File: config.mk
export PLATFORM = sky130hd
export DESIGN_NAME = rtc_hold_xfer
export DESIGN_NICKNAME = d
export VERILOG_FILES = /design/src/rtl/rtc_hold_pkg.sv /design/src/rtl/rtc_xfer_fsm.sv /design/src/rtl/rtc_hold_bank.sv /design/src/rtl/rtc_hold_xfer.sv
export SDC_FILE = /design/constraint.sdc
export NUM_CORES = 1
export LEC_CHECK = 0
export BUFFER_PORTS_ARGS = -buffer_cell sky130_fd_sc_hd__buf_4
export CAP_MARGIN = 40
export CELL_PAD_IN_SITES_DETAIL_PLACEMENT = 2
export CELL_PAD_IN_SITES_GLOBAL_PLACEMENT = 2
export CORE_ASPECT_RATIO = 0.6
export CORE_MARGIN = 5
export CORE_UTILIZATION = 33
export CTS_CLUSTER_SIZE = 28
export DETAILED_ROUTE_END_ITERATION = 10
export GPL_ROUTABILITY_DRIVEN = 0
export PLACE_DENSITY_LB_ADDON = 0.08
export SETUP_SLACK_MARGIN = 0.2
export SLEW_MARGIN = 20
export SYNTH_ARGS = -nofsm -noshare
export SYNTH_HDL_FRONTEND = slang
export SYNTH_HIERARCHICAL = 1
export SYNTH_SLANG_ARGS = --single-unit
File: constraint.sdc
create_clock -name clk -period 3.9 [get_ports clk]
set_input_delay 0.78 -clock clk [delete_from_list [all_inputs] [get_ports clk]]
set_output_delay 0.78 -clock clk [all_outputs]
set_load 0.03 [all_outputs]
File: src/rtl/rtc_hold_pkg.sv
package rtc_hold_pkg;
    typedef enum logic [1:0] {
        ST_IDLE = 2'd0,
        ST_OPEN = 2'd1,
        ST_XFER = 2'd2
    } xfer_state_e;

    localparam int CTRL_R_BIT = 0;
    localparam int CTRL_W_BIT = 1;
endpackage

File: src/rtl/rtc_xfer_fsm.sv
module rtc_xfer_fsm
    import rtc_hold_pkg::*;
#(
    parameter int XFER_CYC = 8
) (
    input  logic        clk,
    input  logic        rst_n,
    input  logic        ctrl_wr,
    input  logic [7:0]  ctrl_wdata,
    input  logic        dirty,
    output xfer_state_e state,
    output logic        rd_freeze,
    output logic        xfer_busy,
    output logic        load_stb
);
    localparam int TMR_W = (XFER_CYC > 1) ? $clog2(XFER_CYC) : 1;
    localparam logic [TMR_W-1:0] TMR_LAST = TMR_W'(XFER_CYC - 1);

    xfer_state_e      st_q, st_d;
    logic [TMR_W-1:0] tmr_q;
    logic             r_q;
    logic             tmr_last;

    assign tmr_last = (tmr_q == TMR_LAST);

    // next-state logic
    always_comb begin
        st_d = st_q;
        unique case (st_q)
            ST_IDLE: if (ctrl_wr && ctrl_wdata[CTRL_W_BIT]) st_d = ST_OPEN;
            ST_OPEN: if (ctrl_wr && !ctrl_wdata[CTRL_W_BIT])
                         st_d = dirty ? ST_XFER : ST_IDLE;
            ST_XFER: if (tmr_last) st_d = ST_IDLE;
            default: st_d = ST_IDLE;
        endcase
    end

    // state register, transfer timer, read-freeze bit
    always_ff @(posedge clk) begin
        if (!rst_n) begin
            st_q  <= ST_IDLE;
            tmr_q <= '0;
            r_q   <= 1'b0;
        end else begin
            st_q <= st_d;
            if (st_q != ST_XFER) tmr_q <= '0;
            else                 tmr_q <= tmr_q + 1'b1;
            if (ctrl_wr) r_q <= ctrl_wdata[CTRL_R_BIT];
        end
    end

    // outputs
    always_comb begin
        state     = st_q;
        rd_freeze = r_q;
        xfer_busy = (st_q == ST_XFER);
        load_stb  = (st_q == ST_XFER) && tmr_last;
    end


    load_single_chk: assert property (@(posedge clk) disable iff (!rst_n)
        load_stb |=> !load_stb);

    xfer_from_open_chk: assert property (@(posedge clk) disable iff (!rst_n)
        $rose(xfer_busy) |-> ($past(st_q) == ST_OPEN));

    no_open_in_xfer_chk: assert property (@(posedge clk) disable iff (!rst_n)
        (st_q == ST_XFER && ctrl_wr) |=> (st_q != ST_OPEN));

    clean_close_chk: assert property (@(posedge clk) disable iff (!rst_n)
        (st_q == ST_OPEN && ctrl_wr && !ctrl_wdata[CTRL_W_BIT] && !dirty)
        |=> (st_q == ST_IDLE));
endmodule

File: src/rtl/rtc_hold_bank.sv
module rtc_hold_bank
    import rtc_hold_pkg::*;
#(
    parameter int NUM_REGS = 7,
    parameter int ADDR_W   = 3
) (
    input  logic                  clk,
    input  logic                  rst_n,
    input  xfer_state_e           state,
    input  logic                  rd_freeze,
    input  logic                  sec_tick,
    input  logic [NUM_REGS*8-1:0] cnt_val,
    input  logic                  wr_time,
    input  logic [ADDR_W-1:0]     addr,
    input  logic [7:0]            wdata,
    output logic [NUM_REGS*8-1:0] hold_flat,
    output logic [7:0]            sel_byte,
    output logic                  dirty
);
    logic [7:0] hold_q [NUM_REGS];
    logic       dirty_q;

    for (genvar i = 0; i < NUM_REGS; i++) begin : g_byte
        always_ff @(posedge clk) begin
            if (!rst_n) begin
                hold_q[i] <= '0;
            end else if (state == ST_OPEN) begin
                if (wr_time && addr == ADDR_W'(i)) hold_q[i] <= wdata;
            end else if (state == ST_IDLE && !rd_freeze && sec_tick) begin
                hold_q[i] <= cnt_val[8*i +: 8];
            end
        end
        assign hold_flat[8*i +: 8] = hold_q[i];
    end

    always_comb begin
        sel_byte = '0;
        for (int i = 0; i < NUM_REGS; i++)
            if (addr == ADDR_W'(i)) sel_byte = hold_q[i];
    end

    always_ff @(posedge clk) begin
        if (!rst_n || state != ST_OPEN) dirty_q <= 1'b0;
        else if (wr_time && wdata != sel_byte) dirty_q <= 1'b1;
    end
    assign dirty = dirty_q;


    hold_frozen_chk: assert property (@(posedge clk) disable iff (!rst_n)
        (state == ST_XFER || (state == ST_IDLE && rd_freeze)) |=> $stable(hold_flat));

    no_tick_no_change_chk: assert property (@(posedge clk) disable iff (!rst_n)
        (state != ST_OPEN && !sec_tick) |=> $stable(hold_flat));

    dirty_only_open_chk: assert property (@(posedge clk) disable iff (!rst_n)
        (state != ST_OPEN) |=> !dirty_q);
endmodule

File: src/rtl/rtc_hold_xfer.sv
module rtc_hold_xfer
    import rtc_hold_pkg::*;
#(
    parameter int NUM_REGS = 7,
    parameter int ADDR_W   = 3,
    parameter int XFER_CYC = 8
) (
    input  logic                  clk,
    input  logic                  rst_n,
    input  logic                  bus_wr,
    input  logic [ADDR_W-1:0]     bus_addr,
    input  logic [7:0]            bus_wdata,
    output logic [7:0]            bus_rdata,
    input  logic                  sec_tick,
    input  logic [NUM_REGS*8-1:0] cnt_val,
    output logic                  cnt_load,
    output logic [NUM_REGS*8-1:0] cnt_load_val,
    output logic                  xfer_busy
);
    localparam logic [ADDR_W-1:0] CTRL_ADDR = ADDR_W'(NUM_REGS);

    xfer_state_e state;
    logic        rd_freeze, dirty, ctrl_wr, time_wr;
    logic [7:0]  sel_byte;

    assign ctrl_wr = bus_wr && (bus_addr == CTRL_ADDR);
    assign time_wr = bus_wr && (bus_addr < CTRL_ADDR);

    rtc_xfer_fsm #(.XFER_CYC(XFER_CYC)) u_fsm (
        .clk       (clk),
        .rst_n     (rst_n),
        .ctrl_wr   (ctrl_wr),
        .ctrl_wdata(bus_wdata),
        .dirty     (dirty),
        .state     (state),
        .rd_freeze (rd_freeze),
        .xfer_busy (xfer_busy),
        .load_stb  (cnt_load)
    );

    rtc_hold_bank #(.NUM_REGS(NUM_REGS), .ADDR_W(ADDR_W)) u_bank (
        .clk      (clk),
        .rst_n    (rst_n),
        .state    (state),
        .rd_freeze(rd_freeze),
        .sec_tick (sec_tick),
        .cnt_val  (cnt_val),
        .wr_time  (time_wr),
        .addr     (bus_addr),
        .wdata    (bus_wdata),
        .hold_flat(cnt_load_val),
        .sel_byte (sel_byte),
        .dirty    (dirty)
    );

    always_comb begin
        if (bus_addr < CTRL_ADDR)       bus_rdata = sel_byte;
        else if (bus_addr == CTRL_ADDR) bus_rdata = {6'b0, state == ST_OPEN, rd_freeze};
        else                            bus_rdata = '0;
    end


    ctrl_read_chk: assert property (@(posedge clk) disable iff (!rst_n)
        (bus_addr == CTRL_ADDR) |-> (bus_rdata[7:2] == 6'b0));
endmodule

# ---- After elaboration in Yosys (flattened, before gate mapping)
# Memories as Yosys holds them, arrays and structs flattened.
# Cells that the tools add are included.
dict set report totals {
  memories 1
  reg_bits 7
  ramBits 56
  wordCells 122
  input_bits 71
}
dict set report classes {
  order_cmp 1
  n_bitwise 15
  reduce_logical 23
  n_eq_ne 16
  n_mux 61
  addsub 1
}
# name depth word_bits read_ports rd_ports_with_merged_regs wr line
set memory_table {}
lappend memory_table {u_bank.hold_q 7 8 7 0 7 rtc_hold_bank.sv:20} ;# logic [7:0] hold_q [NUM_REGS];
# operator count
set op_table {}
lappend op_table {{8-bit two-way mux} 22}
lappend op_table {{1-bit two-way mux} 33}
lappend op_table {{3-bit == test (second input constant)} 5}
lappend op_table {{1-bit logical AND} 15}
lappend op_table {{1-bit bitwise OR} 14}
lappend op_table {{2-bit two-way mux} 5}
lappend op_table {{8-bit != test} 1}
lappend op_table {{3-bit by 2-bit == test with 1-bit output (second input constant)} 2}
lappend op_table {{2-bit by 1-bit != test with 1-bit output (second input constant)} 3}
lappend op_table {{2-bit one-hot mux with 3 select lines} 1}
lappend op_table {{2-bit != test (second input constant)} 2}
lappend op_table {{3-bit by 1-bit adder with 3-bit output (second input constant)} 1}
lappend op_table {{3-bit by 1-bit == test with 1-bit output (second input constant)} 1}
lappend op_table {{1-bit logical NOT} 3}
lappend op_table {{3-bit logical NOT} 1}
lappend op_table {{3-bit < comparator (second input constant)} 1}
lappend op_table {{3-bit AND reduction} 1}
lappend op_table {{2-bit by 1-bit == test with 1-bit output (second input constant)} 1}
lappend op_table {{2-bit == test (second input constant)} 1}
lappend op_table {{2-bit logical NOT} 1}
lappend op_table {{2-bit OR reduction} 1}
lappend op_table {{1-bit logical OR} 1}
lappend op_table {{1-bit NOT} 1}

# ---- Logic depth before layout (Yosys ltp)
dict set report logic_depth {
  depth_word 10
  mapped_depth 10
}

# ---- Cells and area by module
# Netlist, hierarchy kept.
# module area_each_um2 cells_each n_inst
set modules_own_cells {}
lappend modules_own_cells {rtc_hold_bank 3111.7 249 1}
lappend modules_own_cells {rtc_xfer_fsm 257.7 21 1}
lappend modules_own_cells {rtc_hold_xfer 113.9 13 1}

# ---- Least setup slack after synthesis
# No wires, ideal clock.
dict set report synth_timing {
  path_kind {in2out}
  from {input bus_addr[0]}
  to {output bus_rdata[7]}
  setup_slack_ps 1172
  required_time_ps 3120
  cell_stages 7
  arrival_time_ps 1948
  cell_sequence {buf_6 buf_6 mux2_1 a22oi_1 a21oi_1 a21o_1 and2_2}
}
dict set report synth_via {
  elab_chain_cells 9
  word_cells_on_any_way 16
}
# item line
set synth_lines {}
lappend synth_lines {{from (decl)} rtc_hold_xfer.sv:11} ;# input logic [ADDR_W-1:0] bus_addr,
lappend synth_lines {{3-bit logical NOT} rtc_hold_bank.sv:39} ;# if (addr == ADDR_W'(i)) sel_byte = hold_q[i];
lappend synth_lines {{8-bit two-way mux (6 in series)} rtc_hold_bank.sv:39}
lappend synth_lines {{8-bit two-way mux (*)} rtc_hold_bank.sv:39}
lappend synth_lines {{net sel_byte[7]} rtc_hold_xfer.sv:24} ;# logic [7:0] sel_byte;
lappend synth_lines {{8-bit two-way mux (*)} rtc_hold_xfer.sv:57} ;# if (bus_addr < CTRL_ADDR) bus_rdata = sel_byte;
lappend synth_lines {{to (decl)} rtc_hold_xfer.sv:13} ;# output logic [7:0] bus_rdata,
# The timed path passes the listed nets; every way through them passes the cells marked *.

# ---- Final worst setup path
dict set report layout_timing {
  from {input bus_addr[0]}
  to {output bus_rdata[0]}
}
# The elaborated chain is that of the path after synthesis.

==> results.py <==
metrics = {
    "die": {
        "start_util": 0.333,
        "die_width_um": 143,
        "rows": 29,
        "io_pins": 137,
        "die_area_mm2": 0.0128,
        "core_mm2": 0.0105,
        "die_y_um": 89.6,
    },
    "timing": {
        "slew_headroom": 0.454,
        "setup_viol": 0,
        "slew_violations": 0,
        "rsz0062_at_grt": "false",
        "setup_ws_ns": 0.677,
        "period_needed_ns": 3.22,
        "worst_pin_slew_ns": 0.817,
        "fin_setup_tns_ns": 0,
        "final-hold-violation-count": 0,
        "fmax_ghz": 0.310,
        "post-route-period-util": 0.826,
        "finalClockSkew_ns": 0.00475,
    },
    "place": {
        "dp_hpwl_mm": 10.4,
        "pre_cts_ws_ns": 0.692,
        "io_buffers": 136,
    },
    "worst_setup_path": {
        "critPathKind": "input port to output port",
        "cp_max_fo": 30,
        "cp.arrival_ns": 2.44,
        "cp-start-kind": "input port",
        "cp.required_ns": 3.12,
        "critPathCaptureType": "output port",
        "r2r_slack_ns": 1.66,
        "startpoint": "bus_addr[0]",
        "r2r_cells": 5,
        "crit_end": "bus_rdata[0]",
        "r2r-start": "u_fsm/state[1]",
        "reg2reg_to": "u_bank/hold_q[1][20]",
    },
    "detailed_routing": {
        "vias_per_cell": 5.52,
        "wirelength_mm": 13.8,
        "ant_nets": 0,
        "via_count": 3082,
        "drt_first_iter_violations": 207,
        "wl_per_cell_um": 24.7,
        "first_pass_iters": 4,
        "route.detailed.drc": 0,
    },
    "power_and_ir_drop": {
        "power.density_mw_per_mm2": 432,
        "cellLeakagePower_nw": 2.14,
        "power_w": 0.00213,
        "ir_drop_v": 0.000202,
    },
    "outcome": {
        "status": "complete, no violations",
    },
    "yosys": {
        "synth_ff_type": "edfxtp_1",
        "synthTopCellsByArea": "edfxtp_1, a22o_1, dfxtp_1",
        "synth_cell_types": 53,
        "async_flop_share": 0,
        "avgSynthCellArea_um2": 12.3,
        "synth_edf_count": 56,
        "syn_inst": 283,
        "netlist_area_mm2": 0.00348,
        "synth_largest_area_cell": "edfxtp_1",
        "synth_top_cell_area_share": 0.483,
        "syn-num-nets": 356,
        "synth_seq_cells": 63,
        "synth.most_common_cell": "a22o_1",
        "ys_seq_area_frac": 0.523,
        "ys_warn_count": 6,
        "synth_commonest_cells": "a22o_1, edfxtp_1, nand2_1",
    },
    "flow_run": {
        "drv_cap": 0,
    },
    "worst_hold_path": {
        "hold_class": "register to register",
    },
    "clock_tree": {
        "ctsLongestPathBuffers": 2,
        "clk_pin_slew_worst_paths_ns": 0.05,
        "cts_sinks": 63,
        "cts_setup_buffers": 0,
        "clk_latency_ns": 0.34,
        "cts_resized": 0,
        "ctsHtreeMaxLevel": 3,
        "root_buffer": "clkbuf_16",
        "cts_buffers": 9,
        "hold_buffers": 0,
        "cts_tree": "yes",
    },
    "grt": {
        "grt_util_all_layers": 0.219,
        "grt_pass1_vias": 3455,
        "grt_max_degree": 57,
        "grt_overflow_total": 0,
        "grt_pass1_wl_mm": 20.7,
        "antenna_found_initial": 0,
    },
    "finish": {
        "nFillCells": 1103,
        "synthToLayoutAreaGrowth_pct": 41.5,
        "drive_above_1_share": 0.430,
        "nets": 487,
        "diodes": 0,
    },
}
## kinds of logic after synthesis
| logic type | count (synthesis) | synth area share |
|---|---|---|
| and+or+nand+nor | 67 | 0.120 |
| DFF | 63 | 0.523 |
| AOI/OAI and AO/OA | 93 | 0.213 |
| xor gates and xnor gates | 7 | 0.0176 |
| buffers and inverters | 31 | 0.0445 |
| adders and majority gates | 2 | 0.00718 |
| muxes | 20 | 0.0747 |
## placed cells by master (no fill, tap or decap), drive strengths merged, types with 7 or more instances in the layout
| cell | synthesis | routed |
|---|---|---|
| a22o | 57 | 57 |
| and2 | 9 | 9 |
| buf | 15 | 145 |
| clkbuf | 10 | 12 |
| dfxtp | 7 | 7 |
| edfxtp | 56 | 56 |
| mux2i | 11 | 11 |
| nand2 | 12 | 12 |
| nor2 | 11 | 11 |
| o21ai | 12 | 12 |
## critical path, stage by stage
cell and delay (ns):
buf_4 0.37, inv_1 0.28, o21ai_0 0.26, a221o_1 0.24, nand2_1 0.07, mux2_4 0.26
buf_4 0.17
## per-layer routing
layer | track usage | routed length, um | up-vias
met2 | 0.355 | 6340 | 125
met4 | 0.0518 | 112 | 0
met5 | 0 | 0 | -
met3 | 0.0540 | 1060 | 10
met1 | 0.299 | 6290 | 1567
li1 | - | - | 1380
## how the worst min path moves through the flow
stage	from	to	slack, ns	depth (start not counted)
after floorplan	u_bank/dirty	u_fsm/state[1]	0.48	2
after global placement	u_bank/dirty	u_fsm/state[1]	0.51	2
after detailed placement	u_bank/dirty	u_fsm/state[1]	0.52	2
after CTS	u_bank/dirty	u_fsm/state[1]	0.54	2
after global routing	u_bank/dirty	u_fsm/state[1]	0.55	2
final	u_bank/dirty	u_fsm/state[1]	0.54	2
## registers in the layout, indices dropped and copies added, names as in the netlist
| register | count |
|---|---|
| u_bank/hold_q | 56 |
| u_fsm/tmr_q | 3 |
| u_fsm/state | 2 |
| u_bank/dirty | 1 |
| u_fsm/rd_freeze | 1 |
## layout make-up
| type | count | area (um2) | area share |
|---|---|---|---|
| flip-flops and latches | 63 | 1820 | 0.370 |
| multi-input cells | 189 | 1510 | 0.306 |
| inverters | 6 | 22.5 | 0.00457 |
| clock inverters | 4 | 70.1 | 0.0142 |
| well taps | 139 | 174 | 0.0353 |
| repair buffers | 145 | 1090 | 0.220 |
| clock buffers | 12 | 246 | 0.0500 |
## power by group
group	switching [W]	total (W)	leakage, nW	internal (W)
sequential	0.0000346	0.000822	0.652	0.000788
clock	0.000292	0.000867	0.157	0.000575
combinational	0.000257	0.000438	1.33	0.000181
## per-stage QoR
step                hold WS [ns]  instance area, um2   util  std cells
floorplan                  0.475                3480      -        283
global placement           0.509                4600  0.440        540
detailed placement         0.523                4600  0.441        541
CTS                        0.536                4920  0.471        557
global route               0.555                4930  0.472        558
finish                     0.541                4930  0.472        558
(Power assumes the default switching activity.)
